File: src/rtl/pfs_pkg.sv
package pfs_pkg;
  localparam int LINE_BYTES = 64;
  localparam int PAGE_BYTES = 4096;
  localparam int OFF_W = $clog2(PAGE_BYTES / LINE_BYTES);
  localparam int SW = OFF_W + 3;

  typedef struct packed {
    logic [OFF_W-1:0] last;
    logic [OFF_W-1:0] ahead_ptr;
    logic             down;
    logic [1:0]       hits;
  } strm_t;
endpackage

File: src/rtl/pfs_match.sv
module pfs_match #(
  parameter int N = 8,
  parameter int PAGE_W = 20,
  localparam int IW = $clog2(N)
) (
  input  logic [N-1:0]             vld,
  input  logic [N-1:0][PAGE_W-1:0] pages,
  input  logic [PAGE_W-1:0]        page,
  output logic                     hit,
  output logic [IW-1:0]            idx
);
  always_comb begin
    hit = 1'b0;
    idx = '0;
    for (int i = 0; i < N; i++) begin
      if (vld[i] && pages[i] == page) begin
        hit = 1'b1;
        idx = IW'(i);
      end
    end
  end
endmodule

File: src/rtl/pfs_lru.sv
module pfs_lru #(
  parameter int N = 8,
  localparam int IW = $clog2(N)
) (
  input  logic          clk,
  input  logic          rst,
  input  logic          touch,
  input  logic [IW-1:0] touch_idx,
  input  logic [N-1:0]  vld,
  output logic [IW-1:0] victim
);
  logic [N-1:0][IW-1:0] age;

  always_ff @(posedge clk) begin
    if (rst) begin
      for (int i = 0; i < N; i++) age[i] <= IW'(i);
    end else if (touch) begin
      for (int i = 0; i < N; i++) begin
        if (IW'(i) == touch_idx) age[i] <= '0;
        else if (age[i] < age[touch_idx]) age[i] <= age[i] + IW'(1);
      end
    end
  end

  always_comb begin
    victim = '0;
    for (int i = 0; i < N; i++)
      if (age[i] == IW'(N - 1)) victim = IW'(i);
    for (int i = N - 1; i >= 0; i--)
      if (!vld[i]) victim = IW'(i);
  end
endmodule

File: src/rtl/pfs_step.sv
module pfs_step
  import pfs_pkg::*;
#(
  parameter int RUN_AHEAD = 20
) (
  input  logic             hit,
  input  strm_t            cur,
  input  logic [OFF_W-1:0] off,
  output strm_t            nxt,
  output logic             c1_v,
  output logic             c2_v,
  output logic [OFF_W-1:0] c1_off,
  output logic [OFF_W-1:0] c2_off
);
  localparam logic signed [SW-1:0] LIM   = SW'(RUN_AHEAD);
  localparam logic signed [SW-1:0] PGMAX = SW'((1 << OFF_W) - 1);
  localparam logic signed [SW-1:0] ONE   = SW'(1);

  logic signed [SW-1:0] off_s, last_s, ptr_s, delta, step, ahd, base, d0, c1, c2;

  assign off_s  = {{(SW-OFF_W){1'b0}}, off};
  assign last_s = {{(SW-OFF_W){1'b0}}, cur.last};
  assign ptr_s  = {{(SW-OFF_W){1'b0}}, cur.ahead_ptr};
  assign delta  = off_s - last_s;
  assign c1_off = c1[OFF_W-1:0];
  assign c2_off = c2[OFF_W-1:0];

  always_comb begin
    nxt  = cur;
    c1_v = 1'b0;
    c2_v = 1'b0;
    step = ONE;
    ahd  = '0;
    base = off_s;
    d0   = '0;
    c1   = off_s;
    c2   = off_s;
    if (!hit) begin
      nxt.last      = off;
      nxt.ahead_ptr = off;
      nxt.down      = 1'b0;
      nxt.hits      = 2'd0;
    end else if (delta == ONE || delta == -ONE) begin
      nxt.last = off;
      nxt.down = delta[SW-1];
      if (cur.hits != 2'd0 && cur.down == delta[SW-1]) begin
        nxt.hits = (cur.hits == 2'd2) ? 2'd2 : cur.hits + 2'd1;
      end else begin
        nxt.hits      = 2'd1;
        nxt.ahead_ptr = off;
      end
      if (nxt.hits == 2'd2) begin
        step = nxt.down ? -ONE : ONE;
        ahd  = nxt.down ? off_s - ptr_s : ptr_s - off_s;
        base = ahd[SW-1] ? off_s : ptr_s;
        d0   = ahd[SW-1] ? '0 : ahd;
        c1   = base + step;
        c2   = base + step + step;
        c1_v = (d0 < LIM) && !c1[SW-1] && (c1 <= PGMAX);
        c2_v = c1_v && (d0 + ONE < LIM) && !c2[SW-1] && (c2 <= PGMAX);
        nxt.ahead_ptr = c2_v ? c2[OFF_W-1:0] : (c1_v ? c1[OFF_W-1:0] : base[OFF_W-1:0]);
      end
    end else if (delta != '0) begin
      nxt.last      = off;
      nxt.ahead_ptr = off;
      nxt.hits      = 2'd0;
    end
  end
endmodule

File: src/rtl/pfs_stream_prefetch.sv
module pfs_stream_prefetch
  import pfs_pkg::*;
#(
  parameter int LINE_AW   = 26,
  parameter int NSTREAM   = 8,
  parameter int RUN_AHEAD = 20
) (
  input  logic               clk,
  input  logic               rst,
  input  logic               mon_valid,
  input  logic [LINE_AW-1:0] mon_line,
  input  logic               pf_ready,
  output logic               pf_valid,
  output logic [LINE_AW-1:0] pf_line
);
  localparam int PAGE_W = LINE_AW - OFF_W;
  localparam int IW = $clog2(NSTREAM);

  logic [PAGE_W-1:0] req_page;
  logic [OFF_W-1:0]  req_off;
  assign req_page = mon_line[LINE_AW-1:OFF_W];
  assign req_off  = mon_line[OFF_W-1:0];

  logic [NSTREAM-1:0]             vld;
  logic [NSTREAM-1:0][PAGE_W-1:0] pages;
  strm_t                          tbl [NSTREAM];

  logic          hit;
  logic [IW-1:0] hit_idx, victim, sel;
  strm_t         nxt;
  logic          c1_v, c2_v;
  logic [OFF_W-1:0] c1_off, c2_off;

  pfs_match #(.N(NSTREAM), .PAGE_W(PAGE_W)) u_match (
    .vld(vld), .pages(pages), .page(req_page), .hit(hit), .idx(hit_idx)
  );

  pfs_lru #(.N(NSTREAM)) u_lru (
    .clk(clk), .rst(rst), .touch(mon_valid), .touch_idx(sel), .vld(vld), .victim(victim)
  );

  assign sel = hit ? hit_idx : victim;

  pfs_step #(.RUN_AHEAD(RUN_AHEAD)) u_step (
    .hit(hit), .cur(tbl[sel]), .off(req_off), .nxt(nxt),
    .c1_v(c1_v), .c2_v(c2_v), .c1_off(c1_off), .c2_off(c2_off)
  );

  always_ff @(posedge clk) begin
    if (rst) vld <= '0;
    else if (mon_valid) vld[sel] <= 1'b1;
  end

  always_ff @(posedge clk) begin
    if (mon_valid) begin
      pages[sel] <= req_page;
      tbl[sel]   <= nxt;
    end
  end

  logic               pend_v;
  logic [LINE_AW-1:0] pend_l;

  always_ff @(posedge clk) begin
    if (rst) begin
      pf_valid <= 1'b0;
      pf_line  <= '0;
      pend_v   <= 1'b0;
      pend_l   <= '0;
    end else if (mon_valid) begin
      pf_valid <= c1_v;
      pf_line  <= {req_page, c1_off};
      pend_v   <= c2_v;
      pend_l   <= {req_page, c2_off};
    end else if (pf_valid && !pf_ready) begin
      pend_v <= 1'b0;
    end else begin
      pf_valid <= pend_v;
      pf_line  <= pend_l;
      pend_v   <= 1'b0;
    end
  end
endmodule

File: config.mk
export PLATFORM = sky130hd
export DESIGN_NAME = pfs_stream_prefetch
export DESIGN_NICKNAME = d
export VERILOG_FILES = /design/src/rtl/pfs_pkg.sv /design/src/rtl/pfs_match.sv /design/src/rtl/pfs_lru.sv /design/src/rtl/pfs_step.sv /design/src/rtl/pfs_stream_prefetch.sv
export SDC_FILE = /design/constraint.sdc
export NUM_CORES = 1
export LEC_CHECK = 0
export CAP_MARGIN = 10
export CORE_ASPECT_RATIO = 2
export CORE_MARGIN = 3
export CORE_UTILIZATION = 62
export CTS_CLUSTER_SIZE = 12
export DETAILED_ROUTE_END_ITERATION = 7
export GPL_TIMING_DRIVEN = 0
export PLACE_DENSITY = 0.8
export SETUP_SLACK_MARGIN = 0.3
export SYNTH_ARGS = -nofsm -noshare
export SYNTH_HDL_FRONTEND = slang
export SYNTH_SLANG_ARGS = --single-unit
File: constraint.sdc
create_clock -name clk -period 13.3 [get_ports clk]
set_input_delay 2.66 -clock clk [delete_from_list [all_inputs] [get_ports clk]]
set_output_delay 2.66 -clock clk [all_outputs]
set_load 0.05 [all_outputs]
==> metrics.md <==
| Metric | Value |
|---|---|
| Remaining DRCs | `0` |
| # fillers | `2003` |
| Synth Flop Type | `edfxtp_1` |
| Max frequency | `roughly 78 MHz` |
| PwrDens | `roughly 150 nW/um^2` |
| Status | `complete, no violations` |
| Syn avg cell area | `approximately 11 sq um` |
| Synthesis Warnings | `0` |
| CTS Buf Count | `36` |
| Hold slack | `about 0.49 ns` |
| First-pass GRT wire length | `~85000 um` |
| Starting Density | `63.3%` |
| Seq/Total Area, Yosys | `about 54%` |
| Final worst-path cycle share | `96.1%` |
| Slew @ Worst Pin | `1.40 ns` |
| Routed length per instance | `approximately 27 um` |
| Yosys top cell area share | `between 40 and 50%` |
| Fin crit period | `between 10 and 15 ns` |
| Sw frac | `approximately 33%` |
| Register area | `just over 10000 sq um` |
| Min-Delay Endpoint | `pend_l[1]$_SDFFE_PP0P_` |
| Post-Route Skew | `~0.028 ns` |
| RSZ-0062 raised after global routing | `no` |
| Final Util | `73.5%` |
| CTS Hold Buffers Added | `0` |
| Post-Place Cell Area | `about 20000 sq um` |
| Worst VDD drop | `about 0.15 mV` |
| Clock group share of total power | `roughly 28%` |
| Synth area leaders | `edfxtp_1 (45%), dfxtp_1 (9.1%), xnor2_1 (6.1%), mux2i_1 (5.1%), ha_1 (4.1%)` |
| Final setup viols | `0` |
| Clock Sinks | `roughly 370` |
| Area grow syn2layout | `16.2%` |
| Gr ovfl total | `0` |
| RePlAce Congestion | `slightly below 1` |
| Grt met1 use | `approximately 35%` |
| M3 GR Usage | `4.29%` |
| Die H | `252 um` |
| Min-Delay Path Class | `flop to flop` |
| P_sw | `approximately 1.1 mW` |
| CTS root buf | `clkbuf_16` |
| Reg2reg end | `tbl[1][6]$_DFFE_PP_` |
| Overall power | `3.28 mW` |
| CP startpoint | `mon_line[12]` |
| CP Capture Type | `flop` |
| Mapped Cells | `around 1700` |
| Sequential share of power | `between 30% and 40%` |
| Met2 usage | `between 60% and 70%` |
| Clock slew at reported path FFs | `0.06 ns` |
| Number of synthesized register bits | `around 370` |
| Final Hold Vio Count | `0` |
| Skew-Pair Late Insertion Delay | `about 0.53 ns` |
| Crit path buffers/inverters | `15` |
| I/O Buffers | `54` |
| Most frequent CP cell | `clkbuf_4` |
| Cell taking the most area after synthesis | `edfxtp_1` |
| Post-synth EDFFs | `280` |
| Gate power share | `between 30 and 40%` |
| Hold Startpoint | `pend_l[1]$_SDFFE_PP0P_` |
| Vias | `between 10000 and 15000` |
| R2r setup slk | `about 2.7 ns` |
| Setup TNS | `0 ns` |
| Internal | `2.19 mW` |
| Netlist cell types | `between 80 and 90` |
| CTS tree | `yes` |
| Lkg Pwr | `around 7.7 nW` |
| Slowest library cell on the worst path | `or4_1` |
| Die span in x | `129 um` |
| Worst Path Class, Setup | `input port to flop` |
| FF-to-FF Start | `pages[27]$_DFFE_PP_` |
| Total I/O pin count | `57` |
| Worst slew margin | `between 5 and 6%` |
| Fin nets | `roughly 1900` |
| Worst path top cell family by delay | `compound AO/OA/AOI/OAI gates` |
| Most common cell in the synthesized netlist | `edfxtp_1` |
| Design area | `21900 sq um` |
| Max Cap Viol | `0` |
| CP arrival | `roughly 13 ns` |
| GRT busiest layer | `met2` |
| Setup WS pre-CTS | `-4.22 ns` |
| Fraction of registers with async set/reset | `0%` |
| H-tree levels | `2` |
| Slew Limit Fails | `0` |
| Largest net degree at the start of global routing | `30` |
| Worst reg2reg path depth | `47` |
| Vias in the first global route | `between 10000 and 15000` |
| Vias/cell | `6.67` |
| Hpwl dp | `between 40000 and 50000 um` |
| Syn_nets | `between 1500 and 2000` |
| Top cells by count, synth | `edfxtp_1 (280), nor2_1 (163), nand2_1 (137), xnor2_1 (132), mux2i_1 (96)` |
| Die area | `between 30000 and 40000 sq um` |
| Critical path data required time | `13.48 ns` |
| Hold Path Depth | `2` |
| CP max FO | `10` |
| Area of the multi-input gates | `roughly 8800 sq um` |
| FP Rows | `89` |
| Final setup margin | `0.524 ns` |
| Share of cells above drive strength 1 | `a little over an eighth` |
| Placed cells | `about 2100` |
| Number of detailed-route iterations in the first pass | `7` |
| CP max stage delay | `around 0.60 ns` |
| Initial antenna violation count | `0` |
| Startpoint Class | `input port` |
| CORE AREA | `between 20000 and 30000 sq um` |
| Post-Layout Cell Count | `2158` |
| Remaining antenna violation count | `0` |
| Iter 0 DRT Violations | `1290` |
| Total Routing Usage GR | `a little over a third` |
| Final wirelength | `between 50000 and 60000 um` |
| Netlist Area Pre-Place | `about 19000 sq um` |
| CTS max path bufs | `3` |
| Ant. Diodes | `0` |
==> routing by layer <==
metal / vias up / routed length [um]
li1: 6370 / -
met1: 6950 / 17700
met2: 785 / 30300
met3: 290 / 3410
met4: 0 / 6320
met5: - / 0
==> cell families (layout without fill, tap and decap cells) <==
| kind of cell | Yosys count | count (layout) | share of synthesized area [%] |
|---|---|---|---|
| buf+inv | 128 | 260 | 2.83 |
| fa+ha+maj | 66 | 66 | 4.55 |
| compound gates | 291 | 291 | 11.1 |
| mux | 105 | 105 | 5.64 |
| xor+xnor | 174 | 174 | 8.10 |
| simple gates | 532 | 532 | 14.0 |
| flops | 366 | 366 | 53.8 |
==> cells in the final DEF (no fill, tap or decap), types with 9 or more instances in the layout <==
cell type        instances
edfxtp_1               280
nor2_1                 154
nand2_1                137
xnor2_1                112
mux2i_1                 94
dfxtp_1                 86
nand4_1                 62
ha_1                    61
a21oi_1                 54
clkbuf_1                47
xor2_1                  42
inv_1                   42
clkbuf_16               37
o21ai_0                 36
clkdlybuf4s50_1         34
nand3_1                 31
buf_4                   30
a211oi_1                27
nor3_1                  22
nor2b_1                 19
o21a_1                  18
a31oi_1                 16
xnor2_2                 14
buf_6                   12
or2_2                   12
clkdlybuf4s15_2         12
a21o_1                  11
clkbuf_2                11
clkbuf_4                10
nor4_1                   9
a21boi_0                 9
a22oi_1                  9
nor2_4                   9
mux2_2                   9
==> power by group through the flow <==
stage	registers [mW]	clock network [mW]	logic, mW
after CTS	1.29	0.915	0.966
after global routing	1.29	0.953	1.15
final	1.29	0.915	1.08
after detailed placement	1.31	0	0.907
after global placement	1.31	0	0.883
after floorplan	1.32	0	0.646
==> area by class of cell <==
type	instances	share of cell area, %
clock inverters	1	0.0401
repair buffers	77	3.81
plain buffers	83	2.35
inverters	45	0.773
well taps	364	2.08
multi-input cells	1168	40.1
flip-flops and latches	366	46.3
clock buffers	54	4.53
==> worst reg2reg max path, delay by kind of cell (launching register included) <==
kind | cells | cell delay [ns]
AO/OA/AOI/OAI | 16 | 3.24
buffers and inverters | 13 | 2.52
AND/OR/NAND/NOR | 12 | 2.29
adder cells (fa/ha/maj) | 3 | 0.87
XOR/XNOR | 2 | 0.53
flip-flops | 1 | 0.47
multiplexers | 1 | 0.30
==> how the worst max path moves through the flow <==
stage                                     end  slack [ns]  cells past startpoint
final                     tbl[1][6]$_DFFE_PP_        0.52                     49
after global routing      tbl[3][8]$_DFFE_PP_        0.04                     49
after CTS                 tbl[5][7]$_DFFE_PP_        0.30                     48
after detailed placement  tbl[6][5]$_DFFE_PP_       -4.22                     44
after global placement    tbl[4][5]$_DFFE_PP_       -3.82                     44
after floorplan           tbl[0][5]$_DFFE_PP_        0.88                     45
==> flip-flops by register name, indices dropped and copies added (netlist names) <==
| signal | flops |
|---|---|
| pend_l | 26 |
| tbl | 120 |
| pages | 160 |
| pend_v | 1 |
| pf_valid | 1 |
| vld | 8 |
| u_lru.age | 24 |
| pf_line | 26 |
==> what timing repair did <==
| action | CTS | global route |
|---|---|---|
| buffers inserted | 6 | 7 |
| setup endpoints to repair | 110 | 49 |
| resized for setup | 164 | 57 |
| pin swaps | 6 | 8 |
Power figures use the tool's default switching activity.
